`config.mk`:
```
export PLATFORM = sky130hd
export DESIGN_NAME = drv_fault_guard
export DESIGN_NICKNAME = d
export VERILOG_FILES = /design/src/rtl/drv_fault_pkg.sv /design/src/rtl/drv_sys_monitor.sv /design/src/rtl/drv_oc_channel.sv /design/src/rtl/drv_fault_guard.sv
export SDC_FILE = /design/constraint.sdc
export NUM_CORES = 1
export LEC_CHECK = 0
export BUFFER_PORTS_ARGS = -buffer_cell sky130_fd_sc_hd__buf_2
export CAP_MARGIN = 30
export CORE_ASPECT_RATIO = 1.75
export CORE_MARGIN = 2
export CORE_UTILIZATION = 35
export DETAILED_ROUTE_END_ITERATION = 6
export SLEW_MARGIN = 20
export SYNTH_ARGS = -nofsm -noshare
export SYNTH_HDL_FRONTEND = slang
export SYNTH_SLANG_ARGS = --single-unit
```
`constraint.sdc`:
```
create_clock -name clk -period 2.88 [get_ports clk]
set_input_delay 0.288 -clock clk [delete_from_list [all_inputs] [get_ports clk]]
set_output_delay 0.288 -clock clk [all_outputs]
set_load 0.01 [all_outputs]
```
`src/rtl/drv_fault_pkg.sv`:
```
package drv_fault_pkg;

    // Registered global conditions shared by all channels.
    typedef struct packed {
        logic ot;
        logic uv;
        logic lrst;
    } sys_flags_t;

endpackage

```
`src/rtl/drv_sys_monitor.sv`:
```
module drv_sys_monitor
    import drv_fault_pkg::*;
(
    input  logic       clk,
    input  logic       rst_n,
    input  logic       ot_i,
    input  logic       uv_i,
    input  logic       lrst_i,
    output sys_flags_t flags_o
);

    sys_flags_t flags_d, flags_q;

    always_comb begin
        flags_d      = flags_q;
        flags_d.ot   = ot_i;
        flags_d.uv   = uv_i;
        flags_d.lrst = lrst_i;
    end

    always_ff @(posedge clk or negedge rst_n) begin
        if (!rst_n) begin
            flags_q <= '0;
        end else begin
            flags_q <= flags_d;
        end
    end

    assign flags_o = flags_q;

endmodule

```
`src/rtl/drv_oc_channel.sv`:
```
module drv_oc_channel #(
    parameter int unsigned DEGLITCH_CYC = 875,
    parameter int unsigned RETRY_CYC    = 300000
) (
    input  logic clk,
    input  logic rst_n,
    input  logic clear_i,
    input  logic oc_i,
    output logic trip_o
);

    localparam int unsigned DG_W = (DEGLITCH_CYC > 1) ? $clog2(DEGLITCH_CYC) : 1;
    localparam int unsigned RT_W = (RETRY_CYC > 1) ? $clog2(RETRY_CYC) : 1;
    localparam logic [DG_W-1:0] DG_LAST = DG_W'(DEGLITCH_CYC - 1);
    localparam logic [RT_W-1:0] RT_LAST = RT_W'(RETRY_CYC - 1);

    typedef struct packed {
        logic            trip;
        logic [DG_W-1:0] dg_cnt;
        logic [RT_W-1:0] rt_cnt;
    } ch_state_t;

    ch_state_t st_d, st_q;

    always_comb begin
        st_d = st_q;
        if (clear_i) begin
            st_d = '0;
        end else if (st_q.trip) begin
            // Hold-off: flag ignored, persistence count held at zero.
            st_d.dg_cnt = '0;
            if (st_q.rt_cnt == RT_LAST) begin
                st_d.trip   = 1'b0;
                st_d.rt_cnt = '0;
            end else begin
                st_d.rt_cnt = st_q.rt_cnt + 1'b1;
            end
        end else if (oc_i) begin
            if (st_q.dg_cnt == DG_LAST) begin
                st_d.trip   = 1'b1;
                st_d.dg_cnt = '0;
                st_d.rt_cnt = '0;
            end else begin
                st_d.dg_cnt = st_q.dg_cnt + 1'b1;
            end
        end else begin
            st_d.dg_cnt = '0;
        end
    end

    always_ff @(posedge clk or negedge rst_n) begin
        if (!rst_n) begin
            st_q <= '0;
        end else begin
            st_q <= st_d;
        end
    end

    assign trip_o = st_q.trip;

endmodule

```
`src/rtl/drv_fault_guard.sv`:
```
module drv_fault_guard
    import drv_fault_pkg::*;
#(
    parameter int unsigned NUM_CH       = 4,
    parameter int unsigned DEGLITCH_CYC = 875,
    parameter int unsigned RETRY_CYC    = 300000
) (
    input  logic              clk,
    input  logic              rst_n,
    input  logic              logic_reset_i,
    input  logic [NUM_CH-1:0] oc_flag_i,
    input  logic              ot_flag_i,
    input  logic              uv_flag_i,
    output logic [NUM_CH-1:0] drv_off_o,
    output logic              fault_n_o,
    output logic              step_block_o,
    output logic              logic_rst_o
);

    sys_flags_t        sys_q;
    logic [NUM_CH-1:0] trip_q;
    logic              chan_clear;

    // Undervoltage and the logic reset wipe all channel history.
    assign chan_clear = uv_flag_i | logic_reset_i;

    drv_sys_monitor u_sys (
        .clk     (clk),
        .rst_n   (rst_n),
        .ot_i    (ot_flag_i),
        .uv_i    (uv_flag_i),
        .lrst_i  (logic_reset_i),
        .flags_o (sys_q)
    );

    for (genvar g = 0; g < NUM_CH; g++) begin : g_ch
        drv_oc_channel #(
            .DEGLITCH_CYC (DEGLITCH_CYC),
            .RETRY_CYC    (RETRY_CYC)
        ) u_ch (
            .clk     (clk),
            .rst_n   (rst_n),
            .clear_i (chan_clear),
            .oc_i    (oc_flag_i[g]),
            .trip_o  (trip_q[g])
        );
    end

    always_comb begin
        drv_off_o    = trip_q | {NUM_CH{sys_q.ot | sys_q.uv}};
        fault_n_o    = ~((|trip_q) | sys_q.ot);
        step_block_o = (|trip_q) | sys_q.ot | sys_q.uv;
        logic_rst_o  = sys_q.uv | sys_q.lrst;
    end

endmodule

```
==> results of run 1 <==
-- kinds of logic (layout without fill, tap and decap cells) --
group | count (synthesis) | after routing | synth area share [%]
xor gates and xnor gates | 33 | 33 | 4.51
and+or+nand+nor | 343 | 343 | 26.9
buffers and inverters | 40 | 91 | 2.42
adders and majority gates | 12 | 12 | 2.34
DFF | 123 | 123 | 48.0
muxes | 14 | 14 | 2.21
AOI/OAI and AO/OA | 142 | 142 | 13.6
-- critical path, delay by kind of cell, from the launching register on --
| family | cells | cell delay [ns] |
|---|---|---|
| simple gates | 2 | 1.06 |
| compound gates | 3 | 0.83 |
| flops | 1 | 0.44 |
-- sequential cells by signal, summed over array words and instances, names as in the netlist --
signal	flops
u_sys.flags_o	3
g_ch.u_ch.st_q	116
g_ch.u_ch.trip_o	4
-- what timing repair did --
action,in CTS,in global routing
endpoints found under the hold margin,24,0
hold buffers,4,0
resized for setup,0,0
-- routing by layer --
metal  track usage (%)  vias up  share of wire [%]
li1                  -     2654                  -
met1              17.5     2624                 39
met2              30.6       63                 56
met3              3.94       22                2.2
met4              6.74        0                2.5
met5                 0        -                  0
-- cells in the final DEF, fill, tap and decap left out, types with 3 or more instances in the layout --
master and count:
o31ai_1 3, a31oi_1 5, xnor2_1 20, or2_2 3, nor3_1 11, xor2_1 13, clkbuf_16 17, and2_1 3
or3_1 16, dlygate4sd3_1 4, nor4b_1 5, nand2_1 74, a21o_1 7, ha_1 12, dfrtp_1 123, and4_1 3
a211oi_1 4, mux2i_1 13, nand3_1 67, nand3b_1 4, o311ai_0 7, clkinvlp_4 4, a21oi_1 41, a22o_1 9
o21ai_0 48, inv_1 23, nand4_1 28, bufinv_16 3, buf_4 16, buf_2 14, nor2_1 83, nor3b_1 3
clkinv_2 3, and3_1 16, nor4_1 13
-- per-stage QoR --
step	setup WS (ns)	utilization (%)	total power [mW]	cells	cell area [um^2]
final	0.450	41.7	4.05	992	7500
after global routing	0.291	41.7	4.23	992	7500
after CTS	0.409	41.7	4.12	991	7490
after detailed placement	0.408	38.1	1.89	955	6840
after global placement	0.450	38.1	1.89	955	6840
after floorplan	0.630	-	1.81	707	6410
-- power breakdown --
part / switching, mW / internal [mW] / total (mW)
clock network: 0.812 / 1.38 / 2.20
registers: 0.00495 / 1.73 / 1.74
logic: 0.0844 / 0.0340 / 0.118
-- worst paths after layout --
kind	startpoint	end	slack [ns]	depth (start not counted)
max in group asynchronous	rst_n	g_ch[0].u_ch.st_q[10]	1.73	3
max	g_ch[3].u_ch.st_q[11]	g_ch[3].u_ch.st_q[15]	0.45	5
min reg2reg	g_ch[3].u_ch.st_q[19]	g_ch[3].u_ch.st_q[19]	0.49	1
max reg2reg	g_ch[3].u_ch.st_q[11]	g_ch[3].u_ch.st_q[15]	0.45	5
min	oc_flag_i[0]	g_ch[0].u_ch.trip_o	0.13	2
min in group asynchronous	rst_n	g_ch[2].u_ch.st_q[22]	0.30	2
-- cell type report --
type | count | area, um^2 | share of cell area [%]
inverter | 23 | 86.3 | 1.15
tap | 234 | 293 | 3.90
timing repair buffer | 36 | 258 | 3.44
clock inverter | 14 | 170 | 2.27
clock buffer | 18 | 439 | 5.85
sequential | 123 | 3080 | 41.0
multi-input combinational | 544 | 3180 | 42.4
==> impl_metrics.py, run 1 <==
metrics = {
    "status": {
        "status": "finished, final reports clean",
    },
    "grt": {
        "antenna_found_initial": 0,
        "grt_usage_pct": 16.5,
        "gr-total-overflow": 0,
        "grt_max_degree": 62,
        "grt_pass1_wl_um": 25600,
        "grt_pass1_vias": 5339,
    },
    "pwr": {
        "power_density_mw_per_mm2": 540,
        "p_leak_nw": 3.05,
        "vdd_drop_max_uv": 292,
    },
    "timing": {
        "slew_violations": 0,
        "hold_viol": 0,
        "worst_slew_pin_slew_ns": 0.845,
        "grt_setup_unrepaired": "no",
        "setup_viol": 0,
        "max_slew_margin_pct": 43.6,
        "setup_tns_ns": 0,
        "min_period_over_period_pct": 84.4,
        "fin_worst_skew_ns": 0.0132,
        "period_minus_slack_ns": 2.43,
        "fmax_ghz": 0.411,
        "holdWs_ns": 0.129,
    },
    "drt": {
        "drc_errors": 0,
        "drtIter0Drc": 295,
        "via_per_inst": 5.41,
        "detail-route-antenna-nets": 0,
        "drt-total-wl_um": 14800,
        "first_pass_iters": 4,
        "wl_per_cell_um": 14.9,
        "vias": 5363,
    },
    "setup_path": {
        "critical_path.slowest_cell": "or4b_2",
        "cp-end-kind": "flip-flop",
        "cp.arrival_ns": 2.73,
        "crit_type": "reg2reg",
        "cp_data_required_time_ns": 3.18,
        "cp-start-kind": "flip-flop",
        "crit_path_cell_trace": "or4b_2 -> nor4_1 -> a21o_1 -> o21ai_0 -> a22o_1",
        "max_stage_delay_ns": 0.68,
        "critPathMaxFanout": 12,
    },
    "logic_synthesis": {
        "yosys.area.top_type": "dfrtp_1",
        "yosys_warnings": 0,
        "synth_nets": 728,
        "synth_edf_count": 0,
        "synth_area_per_cell_um2": 9.07,
        "yosys.area.top_type_share_pct": 48.0,
        "syn_area_mm2": 0.00641,
        "ys_ff_latch": 123,
        "synth_cell_types": 55,
        "synthFlopType": "dfrtp_1",
        "syn_inst": 707,
        "yosysSeqAreaShare_pct": 48.0,
        "async_reset_ff_share_pct": 100,
        "synth_common_cells": "dfrtp_1 (123), nor2_1 (83), nand2_1 (74)",
        "synth.most_common_cell": "dfrtp_1",
        "synth_area_leaders": "dfrtp_1 (48%), nand3_1 (5.2%), nor2_1 (4.9%)",
    },
    "clocking": {
        "post_cts_buffers": 0,
        "clock_sinks": 123,
        "cts_buffers": 17,
        "clockRootBuffer": "clkbuf_16",
        "clk_latency_ns": 0.42,
        "cts_tree": "built",
        "htreeDepth": 4,
        "clock_path_buffers": 2,
        "clk_pin_slew_worst_paths_ns": 0.06,
    },
    "placement": {
        "dp_hpwl_um": 10500,
        "globalplace.congestion": 0.850,
        "portBuffers": 15,
    },
    "die": {
        "start_util_pct": 35.7,
        "die_h_um": 183,
        "row_count": 65,
        "die_w_um": 106,
        "core_mm2": 0.0180,
        "die-area_mm2": 0.0195,
        "ios": 16,
    },
    "hold_path": {
        "hold_path.class": "in2reg",
    },
    "final_layout": {
        "drive_gt1_share_pct": 9.89,
        "area_growth_pct": 17.0,
        "layout.nets": 766,
        "antenna_cells": 0,
        "fillers": 1773,
    },
    "job": {
        "cap_violations": 0,
    },
}
No activity file was read; power rests on OpenSTA's default activity.
==> run 2: changes to the inputs <==
--- a/config.mk
+++ b/config.mk
@@ -5,6 +5,7 @@
 export SDC_FILE = /design/constraint.sdc
 export NUM_CORES = 1
 export LEC_CHECK = 0
+export ABC_AREA = 1
 export BUFFER_PORTS_ARGS = -buffer_cell sky130_fd_sc_hd__buf_2
 export CAP_MARGIN = 30
 export CORE_ASPECT_RATIO = 1.75
==> constraint.sdc (replaced) <==
create_clock -name clk -period 2.3 [get_ports clk]
set_input_delay 0.23 -clock clk [delete_from_list [all_inputs] [get_ports clk]]
set_output_delay 0.23 -clock clk [all_outputs]
set_load 0.01 [all_outputs]
==> run 2 against run 1 <==
Against the previous run: die area grew 16%; wire length grew 26%; clock-buffer cell count is the same; worst setup slack lost 0.26 ns; hold slack gained 0.021 ns; critical path type is now reg2out; critical endpoint is now fault_n_o; highest routed layer unchanged.
==> impl_metrics.py, run 2 <==
metrics = {
    "status": {
        "status": "finished, final reports clean",
    },
    "drt": {
        "wl_per_cell_um": 14.1,
        "detail-route-antenna-nets": 0,
        "drc_errors": 0,
        "vias": 6810,
        "drt-total-wl_um": 18700,
        "via_per_inst": 5.11,
        "drtIter0Drc": 343,
        "first_pass_iters": 5,
    },
    "logic_synthesis": {
        "ys_ff_latch": 123,
        "async_reset_ff_share_pct": 100,
        "synth_cell_types": 39,
        "yosys_warnings": 0,
        "synth_area_leaders": "dfrtp_1 (41%), nand2_1 (13%), nor2_1 (8.3%)",
        "synth_compound_area_share_pct": 6.01,
        "synthSimpleGateAreaFrac_pct": 40.5,
        "yosys.area.top_type_share_pct": 41.3,
        "synth_area_per_cell_um2": 7.19,
        "synth_common_cells": "nand2_1 (258), nor2_1 (164), dfrtp_1 (123)",
        "syn_inst": 1036,
        "synth_top_family_by_area": "simple AND/OR/NAND/NOR gates",
        "synth_nets": 1057,
        "yosysSeqAreaShare_pct": 41.3,
        "synthAdderAreaFrac_pct": 2.02,
        "synthFlopType": "dfrtp_1",
        "synth_edf_count": 0,
        "synth_xor_xnor_area_share_pct": 2.47,
        "synth_mux_area_share_pct": 0,
        "synth.most_common_cell": "nand2_1",
        "yosys.area.top_type": "dfrtp_1",
        "syn_area_mm2": 0.00745,
    },
    "timing": {
        "min_period_over_period_pct": 91.6,
        "worst_slew_pin_slew_ns": 0.612,
        "fmax_ghz": 0.475,
        "slew_violations": 0,
        "setup_viol": 0,
        "setup_tns_ns": 0,
        "fin_worst_skew_ns": 0.00749,
        "max_slew_margin_pct": 59.2,
        "grt_setup_unrepaired": "no",
        "period_minus_slack_ns": 2.11,
        "hold_viol": 0,
    },
    "grt": {
        "antenna_found_initial": 0,
        "grt_usage_pct": 17.8,
        "grt_pass1_vias": 6747,
        "grt_pass1_wl_um": 31900,
        "grt_max_degree": 51,
        "gr-total-overflow": 0,
    },
    "setup_path": {
        "cp-start-kind": "flip-flop",
        "cp.arrival_ns": 1.88,
        "r2r_slack_ns": 0.42,
        "cp_data_required_time_ns": 2.07,
        "cp-end-kind": "output pin",
        "crit_type": "reg2out",
        "critPathMaxFanout": 12,
    },
    "placement": {
        "globalplace.congestion": 0.898,
        "dp_hpwl_um": 13900,
        "place_area_mm2": 0.00782,
        "portBuffers": 15,
    },
    "final_layout": {
        "largest_reg_flops": 116,
        "multi_input_area_mm2": 0.00380,
        "ff_latch_area_mm2": 0.00308,
        "area_growth_pct": 14.3,
        "postLayoutCellArea_mm2": 0.00851,
        "drive_gt1_share_pct": 9.53,
        "final_cell_mix": "nand2_1 (258), nor2_1 (164), dfrtp_1 (123)",
        "final_common_cell": "nand2_1",
        "fillers": 2141,
        "fin_util_pct": 40.7,
        "antenna_cells": 0,
        "layout.nets": 1089,
        "regMostFlops": "g_ch.u_ch.st_q",
    },
    "die": {
        "row_count": 70,
        "die_w_um": 114,
        "die-area_mm2": 0.0225,
        "start_util_pct": 35.6,
        "ios": 16,
        "core_mm2": 0.0209,
        "die_h_um": 197,
    },
    "clocking": {
        "cts-resized-gates": 0,
        "clk_pin_slew_worst_paths_ns": 0.06,
        "clk_latency_ns": 0.42,
        "clockRootBuffer": "clkbuf_16",
        "cts_tree": "built",
        "clock_sinks": 123,
        "clock_path_buffers": 2,
        "cts_buffers": 17,
        "htreeDepth": 4,
    },
    "pwr": {
        "power_density_mw_per_mm2": 627,
        "vdd_drop_max_uv": 537,
        "p_leak_nw": 3.61,
    },
    "hold_path": {
        "hold_path.class": "in2reg",
    },
    "job": {
        "cap_violations": 0,
    },
}
run 2: logic make-up (layout without fill, tap and decap cells):
family / count (synthesis) / count (layout)
AO/OA/AOI/OAI: 84 / 84
adder cells (fa/ha/maj): 12 / 12
AND/OR/NAND/NOR: 655 / 655
buffers and inverters: 141 / 186
flip-flops: 123 / 123
XOR/XNOR: 21 / 21
run 2: what timing repair did:
item / 4_1_cts / 5_1_grt
hold endpoints to repair: 49 / 0
setup buffers: 0 / 0
hold buffers: 4 / 0
endpoints found under the setup margin: 0 / 0
run 2: final timing paths:
kind                                       start                    end  depth (start not counted)
setup / recovery             g_ch[2].u_ch.trip_o              fault_n_o                          3
hold / removal                      oc_flag_i[1]    g_ch[1].u_ch.trip_o                          3
setup reg to reg           g_ch[2].u_ch.st_q[19]  g_ch[2].u_ch.st_q[12]                          9
hold reg to reg            g_ch[1].u_ch.st_q[19]  g_ch[1].u_ch.st_q[19]                          1
max in group asynchronous                  rst_n  g_ch[2].u_ch.st_q[11]                          3
min in group asynchronous                  rst_n   g_ch[3].u_ch.st_q[1]                          2
run 2: stage by stage:
stage	std cells	hold slack (ns)	worst slack [ns]	power, mW
floorplan	1036	-0.0656	0.808	2.30
global placement	1297	0.202	0.413	2.39
detailed placement	1297	0.209	0.395	2.39
CTS	1333	0.133	0.177	5.42
global route	1333	0.151	0.112	5.53
finish	1333	0.150	0.193	5.34
run 2: cell type report:
type	instances	area share, %
flip-flops and latches	123	36.1
inverters	125	5.53
repair buffers	29	2.31
clock inverters	14	2.56
multi-input cells	772	44.6
clock buffers	18	5.16
well taps	252	3.70
run 2: worst max-delay path, stage by stage, from the launching register on:
cell     delay (ns)
dfrtp_1        0.58
nor3_1         0.30
nor3b_1        0.36
buf_2          0.21
run 2: power breakdown:
group          total [mW]  leakage, nW  internal (mW)  switching (mW)
registers            2.18         1.71           2.17         0.00514
logic               0.179         1.59         0.0414           0.137
clock network        2.98        0.313           1.96            1.03
total                5.33         3.61           4.17            1.17
run 2: routing by layer:
| metal | up-vias | part of all wire, % | global-route usage [%] |
|---|---|---|---|
| li1 | 3449 | - | - |
| met1 | 3177 | 40 | 19.2 |
| met2 | 137 | 54 | 32.8 |
| met5 | - | 0 | 0 |
| met4 | 0 | 3.4 | 9.17 |
| met3 | 47 | 2.5 | 2.77 |
==> run 3: changes to the inputs <==
--- a/config.mk
+++ b/config.mk
@@ -6,12 +6,12 @@
 export NUM_CORES = 1
 export LEC_CHECK = 0
 export ABC_AREA = 1
-export BUFFER_PORTS_ARGS = -buffer_cell sky130_fd_sc_hd__buf_2
 export CAP_MARGIN = 30
-export CORE_ASPECT_RATIO = 1.75
+export CORE_ASPECT_RATIO = 0.7
 export CORE_MARGIN = 2
 export CORE_UTILIZATION = 35
 export DETAILED_ROUTE_END_ITERATION = 6
+export DONT_BUFFER_PORTS = 1
 export SLEW_MARGIN = 20
 export SYNTH_ARGS = -nofsm -noshare
 export SYNTH_HDL_FRONTEND = slang
==> run 3 against run 2 <==
Against the previous run: the flow now finishes with violations (negative hold slack); clock skew barely moved; wire length fell by 5.0%; global-route usage fell by 0.80 points; clock power fell by 11%; sequential share of layout area rose by 0.63 points; fmax rose by 11%; register-to-register slack improved by 0.04 ns; cell count rose by 0.45%; utilization fell by 0.46 points; critical endpoint unchanged.
==> impl_metrics.py, run 3 (synthesis gave the netlist of run 2 again) <==
metrics = {
    "setup_path": {
        "critPathMaxFanout": 12,
        "cp-end-kind": "output pin",
        "max_stage_delay_ns": 0.56,
        "cp.arrival_ns": 1.68,
        "reg2reg_from": "g_ch[3].u_ch.st_q[19]",
        "timing.rr.end": "g_ch[3].u_ch.st_q[18]",
        "endpoint": "fault_n_o",
        "crit_path_cell_trace": "nor3_1 -> nor3b_1 -> buf_4",
        "crit_type": "reg2out",
        "rr_worst_depth": 11,
        "worstSetupStartpoint": "g_ch[2].u_ch.trip_o",
        "cp_data_required_time_ns": 2.07,
        "cp_num_buf_inv": 1,
        "path_depth": 3,
        "r2r_slack_ns": 0.46,
        "cp-start-kind": "flip-flop",
        "critical_path.slowest_cell": "dfrtp_1",
        "crit_family": "flip-flops",
    },
    "pwr": {
        "p_leak_nw": 3.50,
        "power_frac_clock_pct": 53.6,
        "p_switching_mw": 1.13,
        "pwr-share-comb_pct": 2.4,
        "vdd_drop_max_uv": 449,
        "power_density_mw_per_mm2": 592,
        "intPower_mw": 3.82,
        "p_sw_share_pct": 22.8,
        "seqPwrFrac_pct": 44.0,
    },
    "clocking": {
        "cts-resized-gates": 0,
        "clk_latency_ns": 0.42,
        "clockRootBuffer": "clkbuf_16",
        "holdBufCountCts": 4,
        "clock_sinks": 123,
        "cts_tree": "built",
        "clk_pin_slew_worst_paths_ns": 0.06,
        "htreeDepth": 4,
        "post_cts_buffers": 0,
        "cts_buffers": 17,
        "clock_path_buffers": 2,
    },
    "final_layout": {
        "area_growth_pct": 12.3,
        "final_common_cell": "nand2_1",
        "regMostFlops": "g_ch.u_ch.st_q",
        "fin_cells": 1339,
        "layout.nets": 1071,
        "largest_reg_flops": 116,
        "final_cell_mix": "nand2_1 (258), nor2_1 (164), dfrtp_1 (123)",
        "antenna_cells": 0,
        "drive_gt1_share_pct": 8.00,
        "fillers": 2179,
    },
    "grt": {
        "grt_pass1_wl_um": 30400,
        "grt_usage_pct": 17.0,
        "gr-total-overflow": 0,
        "antenna_found_initial": 0,
        "grt_max_degree": 124,
        "grt_pass1_vias": 5922,
    },
    "timing": {
        "hold_viol": 123,
        "setup_tns_ns": 0,
        "slew_violations": 0,
        "worst_slew_pin_slew_ns": 0.560,
        "fmax_ghz": 0.525,
        "grt_setup_unrepaired": "no",
        "period_minus_slack_ns": 1.91,
        "holdWs_ns": -0.500,
        "setup_viol": 0,
        "min_period_over_period_pct": 82.8,
        "max_slew_margin_pct": 62.7,
        "fin_worst_skew_ns": 0.00699,
    },
    "die": {
        "die_w_um": 178,
        "ios": 16,
        "start_util_pct": 35.8,
        "core_mm2": 0.0208,
        "die_h_um": 126,
        "row_count": 44,
        "die-area_mm2": 0.0225,
    },
    "status": {
        "status": "finished, violations left",
        "violations": "negative hold slack",
    },
    "job": {
        "cap_violations": 0,
    },
    "placement": {
        "portBuffers": 0,
        "dp.cells": 1303,
        "dp_hpwl_um": 12700,
        "globalplace.congestion": 0.894,
    },
    "drt": {
        "first_pass_iters": 5,
        "drtIter0Drc": 486,
        "wl_per_cell_um": 13.3,
        "vias": 6645,
        "drc_errors": 0,
        "detail-route-antenna-nets": 0,
        "drt-total-wl_um": 17800,
        "via_per_inst": 4.96,
    },
    "hold_path": {
        "hold_path.class": "in2async",
    },
}
-- run 3: power by group through the flow --
| stage | clock (mW) | sequential, mW | combinational [mW] |
|---|---|---|---|
| after floorplan | 0 | 2.21 | 0.0884 |
| after global placement | 0 | 2.21 | 0.115 |
| after detailed placement | 0 | 2.21 | 0.115 |
| after CTS | 2.73 | 2.18 | 0.121 |
| after global routing | 2.84 | 2.18 | 0.133 |
| final | 2.65 | 2.18 | 0.120 |
-- run 3: final cells by class --
class	instances	area, um^2	share of cell area [%]
clock buffers	18	439	5.25
clock inverters	14	146	1.75
inverters	125	470	5.62
multi-input cells	772	3800	45.4
flip-flops and latches	123	3080	36.8
well taps	276	345	4.13
repair buffers	11	92.6	1.11
-- run 3: stage by stage --
step,cell area (um^2),hold WS [ns],worst slack [ns],util (%),power (mW)
final,8370,-0.500,0.395,40.2,4.95
after global placement,7740,-0.0592,0.488,37.2,2.33
after global routing,8370,-0.527,0.222,40.2,5.15
after detailed placement,7740,-0.0582,0.453,37.2,2.33
after CTS,8370,-0.518,0.351,40.2,5.02
after floorplan,7450,-0.0656,0.808,-,2.30
-- run 3: routing by layer --
metal  track usage (%)  share of wire [%]  up-vias
met1              25.7                 53     3061
met4              5.55                1.3        0
li1                  -                  -     3430
met3              4.50                4.6       18
met5                 0                  0        -
met2              23.1                 41      136
-- run 3: worst min path at each step --
stage	end	cells after the start
after floorplan	g_ch[0].u_ch.st_q[0]	0
after global placement	g_ch[0].u_ch.st_q[24]	0
after detailed placement	g_ch[0].u_ch.st_q[24]	0
after CTS	g_ch[0].u_ch.st_q[24]	0
after global routing	g_ch[3].u_ch.st_q[16]	0
final	g_ch[0].u_ch.st_q[24]	0
